File: src/rtl/spoll_pkg.sv
package spoll_pkg;
  localparam int unsigned BYTE_W  = 8;
  localparam int unsigned RSV_POS = 6;
endpackage

File: src/rtl/spoll_mode_reg.sv
module spoll_mode_reg #(
  parameter int unsigned DATA_W  = spoll_pkg::BYTE_W,
  parameter int unsigned RSV_POS = spoll_pkg::RSV_POS
) (
  input  logic              clk_i,
  input  logic              rst_ni,
  input  logic              wr_en_i,
  input  logic [DATA_W-1:0] wr_data_i,
  output logic [DATA_W-1:0] mode_o,
  output logic              req_set_o
);
  logic [DATA_W-1:0] mode_q;

  always_ff @(posedge clk_i or negedge rst_ni) begin
    if (!rst_ni)      mode_q <= '0;
    else if (wr_en_i) mode_q <= wr_data_i;
  end

  // only a rising write of the flag starts a request
  assign req_set_o = wr_en_i & wr_data_i[RSV_POS] & ~mode_q[RSV_POS];
  assign mode_o    = mode_q;
endmodule

File: src/rtl/spoll_req_state.sv
module spoll_req_state (
  input  logic clk_i,
  input  logic rst_ni,
  input  logic set_i,
  input  logic clr_i,
  output logic state_o
);
  logic state_q;

  always_ff @(posedge clk_i or negedge rst_ni) begin
    if (!rst_ni)    state_q <= 1'b0;
    else if (set_i) state_q <= 1'b1;  // new request wins over a poll read
    else if (clr_i) state_q <= 1'b0;
  end

  assign state_o = state_q;
endmodule

File: src/rtl/spoll_status.sv
module spoll_status #(
  parameter int unsigned DATA_W  = spoll_pkg::BYTE_W,
  parameter int unsigned RSV_POS = spoll_pkg::RSV_POS
) (
  input  logic              clk_i,
  input  logic              rst_ni,
  input  logic [DATA_W-1:0] mode_i,
  input  logic              state_i,
  input  logic              poll_act_i,
  input  logic              rd_en_i,
  output logic [DATA_W-1:0] poll_byte_o,
  output logic [DATA_W-1:0] rd_data_o
);
  logic [DATA_W-1:0] merged;
  logic [DATA_W-1:0] rd_q;

  for (genvar i = 0; i < DATA_W; i++) begin : g_merge
    if (i == RSV_POS) begin : g_state
      assign merged[i] = state_i;
    end else begin : g_user
      assign merged[i] = mode_i[i];
    end
  end

  assign poll_byte_o = poll_act_i ? merged : '0;

  always_ff @(posedge clk_i or negedge rst_ni) begin
    if (!rst_ni)      rd_q <= '0;
    else if (rd_en_i) rd_q <= merged;
  end

  assign rd_data_o = rd_q;
endmodule

File: src/rtl/spoll_srq.sv
module spoll_srq #(
  parameter int unsigned DATA_W  = spoll_pkg::BYTE_W,
  parameter int unsigned RSV_POS = spoll_pkg::RSV_POS
) (
  input  logic              clk_i,
  input  logic              rst_ni,
  input  logic              wr_en_i,
  input  logic [DATA_W-1:0] wr_data_i,
  input  logic              rd_en_i,
  input  logic              spe_i,
  input  logic              tad_i,
  input  logic              byte_rd_i,
  output logic              srq_o,
  output logic [DATA_W-1:0] poll_byte_o,
  output logic [DATA_W-1:0] rd_data_o
);
  logic [DATA_W-1:0] mode_w;
  logic              req_set;
  logic              req_state;
  logic              poll_act;
  logic              poll_rd;

  assign poll_act = spe_i & tad_i;
  assign poll_rd  = poll_act & byte_rd_i;

  spoll_mode_reg #(.DATA_W(DATA_W), .RSV_POS(RSV_POS)) u_mode (
    .clk_i     (clk_i),
    .rst_ni    (rst_ni),
    .wr_en_i   (wr_en_i),
    .wr_data_i (wr_data_i),
    .mode_o    (mode_w),
    .req_set_o (req_set)
  );

  spoll_req_state u_req (
    .clk_i   (clk_i),
    .rst_ni  (rst_ni),
    .set_i   (req_set),
    .clr_i   (poll_rd),
    .state_o (req_state)
  );

  spoll_status #(.DATA_W(DATA_W), .RSV_POS(RSV_POS)) u_stat (
    .clk_i       (clk_i),
    .rst_ni      (rst_ni),
    .mode_i      (mode_w),
    .state_i     (req_state),
    .poll_act_i  (poll_act),
    .rd_en_i     (rd_en_i),
    .poll_byte_o (poll_byte_o),
    .rd_data_o   (rd_data_o)
  );

  assign srq_o = req_state;
endmodule

File: config.mk
export PLATFORM = sky130hd
export DESIGN_NAME = spoll_srq
export DESIGN_NICKNAME = d
export VERILOG_FILES = /design/src/rtl/spoll_pkg.sv /design/src/rtl/spoll_mode_reg.sv /design/src/rtl/spoll_req_state.sv /design/src/rtl/spoll_status.sv /design/src/rtl/spoll_srq.sv
export SDC_FILE = /design/constraint.sdc
export NUM_CORES = 1
export LEC_CHECK = 0
export BUFFER_PORTS_ARGS = -buffer_cell sky130_fd_sc_hd__buf_2
export CORE_MARGIN = 2
export CORE_UTILIZATION = 51
export CTS_BUF_LIST = sky130_fd_sc_hd__clkbuf_2 sky130_fd_sc_hd__clkbuf_4 sky130_fd_sc_hd__clkbuf_8
export CTS_CLUSTER_DIAMETER = 50
export CTS_CLUSTER_SIZE = 12
export DETAILED_ROUTE_END_ITERATION = 12
export PLACE_DENSITY = 0.91
export RECOVER_POWER = 50
export SYNTH_ARGS = -nofsm -noshare
export SYNTH_HDL_FRONTEND = slang
export SYNTH_SLANG_ARGS = --single-unit
File: constraint.sdc
create_clock -name clk_i -period 1.3 [get_ports clk_i]
set_input_delay 0.195 -clock clk_i [delete_from_list [all_inputs] [get_ports clk_i]]
set_output_delay 0.195 -clock clk_i [all_outputs]
set_load 0.005 [all_outputs]
Word level (Yosys, flattened, before mapping)
Index checks and enable logic that the tools add are counted.

storage, ports and cells
  logic and storage cells = 12
  output and inout bits = 17
  flip-flop bits (word level) = 17

cells by class
  muxes and demuxes = 3
  reductions and logical operators = 1
  bitwise gates (word level) = 5

operators by type and width
  kind                number
  8-bit 2-to-1 mux    1
  1-bit bitwise AND   4
  1-bit 2-to-1 mux    2
  2-bit nonzero test  1
  1-bit inverter      1

Depth between registers and ports, before layout
  depth after elaboration = 4
  mapped depth = 3

Modules after synthesis
From an unflattened synthesis, not the netlist that was laid out.

unflattened totals
  cells, all modules = 48
  area, all modules = 772.0 µm²

by module, submodules not included
  module           cells an instance  times used  area each (µm²)
  spoll_status     25                 1           381.6
  spoll_mode_reg   18                 1           341.6
  spoll_req_state  3                  1           36.3
  spoll_srq        2                  1           12.5

Least setup slack after synthesis
No wires, ideal clock.

  path kind = register to register
  start = reg u_req.state_q, in the netlist u_req.state_o
  end = reg u_stat.rd_q[6], in the netlist u_stat.rd_data_o[6]
  period minus slack after synthesis = 0.762 ns
  setup slack = 0.538 ns
  arrival = 0.637 ns
  stages on the path, launching flop included = 2
  library setup time = 0.125 ns
  buffers on the path = 0
  cells stage by stage = dfrtp_1 > mux2_4

RTL lines
  item                    RTL line               text
  start, declared         spoll_req_state.sv:8   logic state_q;
  start signal, assigned  spoll_req_state.sv:11  if (!rst_ni) state_q <= 1'b0;
  start signal, assigned  spoll_req_state.sv:12  else if (set_i) state_q <= 1'b1;
  start signal, assigned  spoll_req_state.sv:13  else if (clr_i) state_q <= 1'b0;
  end signal, assigned    spoll_status.sv:29     else if (rd_en_i) rd_q <= merged;
  end, declared           spoll_status.sv:15     logic [DATA_W-1:0] rd_q;

No word-level cell between the ends.

Worst setup path after layout
  start = reg u_req.state_q, in the netlist u_req.state_o
  end = out poll_byte_o[6]

between the ends
  longest elaborated chain between the ends = 1

RTL lines
  item              RTL line            text
  8-bit 2-to-1 mux  spoll_status.sv:25  assign poll_byte_o = poll_act_i ? merged : '0;
  end, declared     spoll_srq.sv:14     output logic [DATA_W-1:0] poll_byte_o,

Every way passes these cells.

==> run metrics <==
Cells after Synth=47; combinational share of power=18.4%; total CTS buffers=3; Starting Density=56.2%; final worst path period need=1180 ps; H-tree level count=1; Rel. slew slack=41.0%; sw frac=24.7%; PwrDens=1260 nW/µm²; Slew Limit Fails=0; final setup vio count=0; Worst-Margin Slew=885 ps; final antenna-violating net count=0; Simple-Gate Fraction of Synth Area=7.85%; register area=425 µm²; Synth Area in Compound Gates=1.84%; num rows=13; Worst Path Max Fanout=4; largest net degree at the start of global routing=18; fillers=107; most frequent cell after synthesis=dfrtp_1; drt pass-1 iters=4; PortBufs=31; status=completed; register area share after synthesis=56.8%; Seq pwr share=55.7%; I/O pin cnt=32; wire per inst=14.9 µm; Post-DP HPWL=1.06 mm; Clock Latency Late Sink=290 ps; most instantiated cells after synthesis=17 x dfrtp_1, 15 x mux2_4, 8 x and3_1; Root Buffer=clkbuf_4; Critical Path Sink Type=primary output; vias=491; Clk pwr share=25.9%; final wirelength=1.43 mm; DRT iter0 DRCs=11; Worst EP required=1110 ps; fin nets=97; Peak supply drop=0.000925 V; Ys Warns=0; initial antenna violation count=0; largest family of logic cells by synthesized area=multiplexers; share of the synthesized area in the top cell type=56.8%; biggest area consumer among synthesized cells=dfrtp_1; internal power=0.870 mW; Final GP Congestion=0.806; clock sinks=17; Synth area leaders=dfrtp_1 57%, mux2_4 30%, and3_1 6.7%; RSZ-0062 raised after global routing=no; Via density=5.11; Leakage=0.505 nW; MaxCap Viol Count=0; CTS tree=done; Die Height=42.3 µm; Residual DRC=0; Avg Inst Size Synth=15.9 µm²; layout cells sized above 1=53.1%; vias in the first global route=481; die area=1790 µm²; final hold violations=0; area of the multi-input gates=275 µm²; Synth-to-Final Area Change=22.4%; Yosys reg bits=17; Die X=42.3 µm; GR Overflow Total=0; arrival time worst endpoint=990 ps; Setup TNS=0 ps; post-synthesis cell area=749 µm²; clk slew on worst S/H paths=90 ps; critical path class=reg -> out; Most used DFF post-synth=dfrtp_1; Net Sw Power=0.285 mW; post_cts resized=0; startpoint type of the worst setup path=register; f_max=845 MHz; clk buf depth=2; # diodes=0; fraction of registers with async set/reset=100%; first-pass GRT wire length=2.38 mm; hold crit path type=in -> reg; XOR/XNOR Fraction of Synth Area=0%; worst clock skew=2.10 ps; Finished Core Util=68.8%; Post-synth EDFFs=0; mux cell area share after synthesis=30.1%; fin crit share=91.1%; Core ar.=1330 µm²; library cells used by synthesis=9; total track usage=18.2%; Synth Area in Adders=0%; post-synth net total=62
==> critical path, stage by stage (launching register included) <==
cell	delay (ps)
dfrtp_1	410
and3_1	160
buf_2	120
==> registers in the layout (all words and copies together) (netlist names) <==
register          count
u_mode.mode_o         8
u_stat.rd_data_o      8
u_req.state_o         1
==> logic make-up (layout without fill, tap and decap cells) <==
| logic type | after synthesis | in the layout |
|---|---|---|
| buffers and inverters | 3 | 37 |
| muxes | 15 | 15 |
| DFF | 17 | 17 |
| AOI/OAI and AO/OA | 2 | 2 |
| and+or+nand+nor | 10 | 10 |
==> metrics by stage <==
| step | instance area [µm²] | worst slack, ps | hold slack (ps) | cells | total power, mW |
|---|---|---|---|---|---|
| after floorplan | 749 | 538 | -101 | 47 | 0.782 |
| after global placement | 901 | 407 | 119 | 91 | 0.879 |
| after detailed placement | 901 | 395 | 131 | 91 | 0.890 |
| after CTS | 941 | 102 | 116 | 96 | 1.20 |
| after global routing | 917 | 71.5 | 104 | 96 | 1.21 |
| final | 917 | 116 | 118 | 96 | 1.15 |
==> placed cells by master, fill, tap and decap left out, drive strengths merged <==
| master | n |
|---|---|
| and3 | 8 |
| buf | 30 |
| clkbuf | 5 |
| dfrtp | 17 |
| dlygate4sd3 | 1 |
| inv | 1 |
| mux2 | 15 |
| nand2 | 1 |
| nand3 | 1 |
| o21ai | 1 |
| o2bb2ai | 1 |
==> cell type report <==
cell class	count	share of cell area, %
sequential	17	46.4
multi-input combinational	27	30.0
timing repair buffer	32	17.9
clock buffer	4	3.27
tap	15	2.05
inverter	1	0.409
==> metal layers <==
metal / part of all wire, % / vias to the layer above / GRT usage, %
met1: 43 / 230 / 24.2
met4: 0.84 / 0 / 7.50
met3: 6.7 / 2 / 6.90
met2: 49 / 21 / 26.5
met5: 0 / - / 0
li1: - / 238 / -
==> power by group through the flow <==
stage / clock [mW] / combinational, mW / sequential (mW)
after global routing: 0.331 / 0.230 / 0.653
final: 0.299 / 0.213 / 0.643
after detailed placement: 0 / 0.236 / 0.654
after CTS: 0.314 / 0.238 / 0.645
after global placement: 0 / 0.228 / 0.651
after floorplan: 0 / 0.133 / 0.649
==> repair_timing <==
item                                   in CTS  in global routing
hold buffers                                1                  0
setup buffers                               0                  0
endpoints found under the hold margin      17                  0
==> final timing paths <==
kind                                              start                         endpoint  slack, ps  cells after the start
max in group asynchronous                        rst_ni  u_stat.rd_data_o[6]$_DFFE_PN0P_        230                      2
setup reg to reg           u_mode.mode_o[1]$_DFFE_PN0P_  u_stat.rd_data_o[1]$_DFFE_PN0P_        480                      1
hold reg to reg            u_mode.mode_o[6]$_DFFE_PN0P_        u_req.state_o$_DFFE_PN0P_        440                      1
hold / removal                             wr_data_i[0]     u_mode.mode_o[0]$_DFFE_PN0P_        120                      2
setup / recovery              u_req.state_o$_DFFE_PN0P_                   poll_byte_o[6]        120                      2
min in group asynchronous                        rst_ni     u_mode.mode_o[1]$_DFFE_PN0P_        530                      2
(Power assumes the default switching activity.)
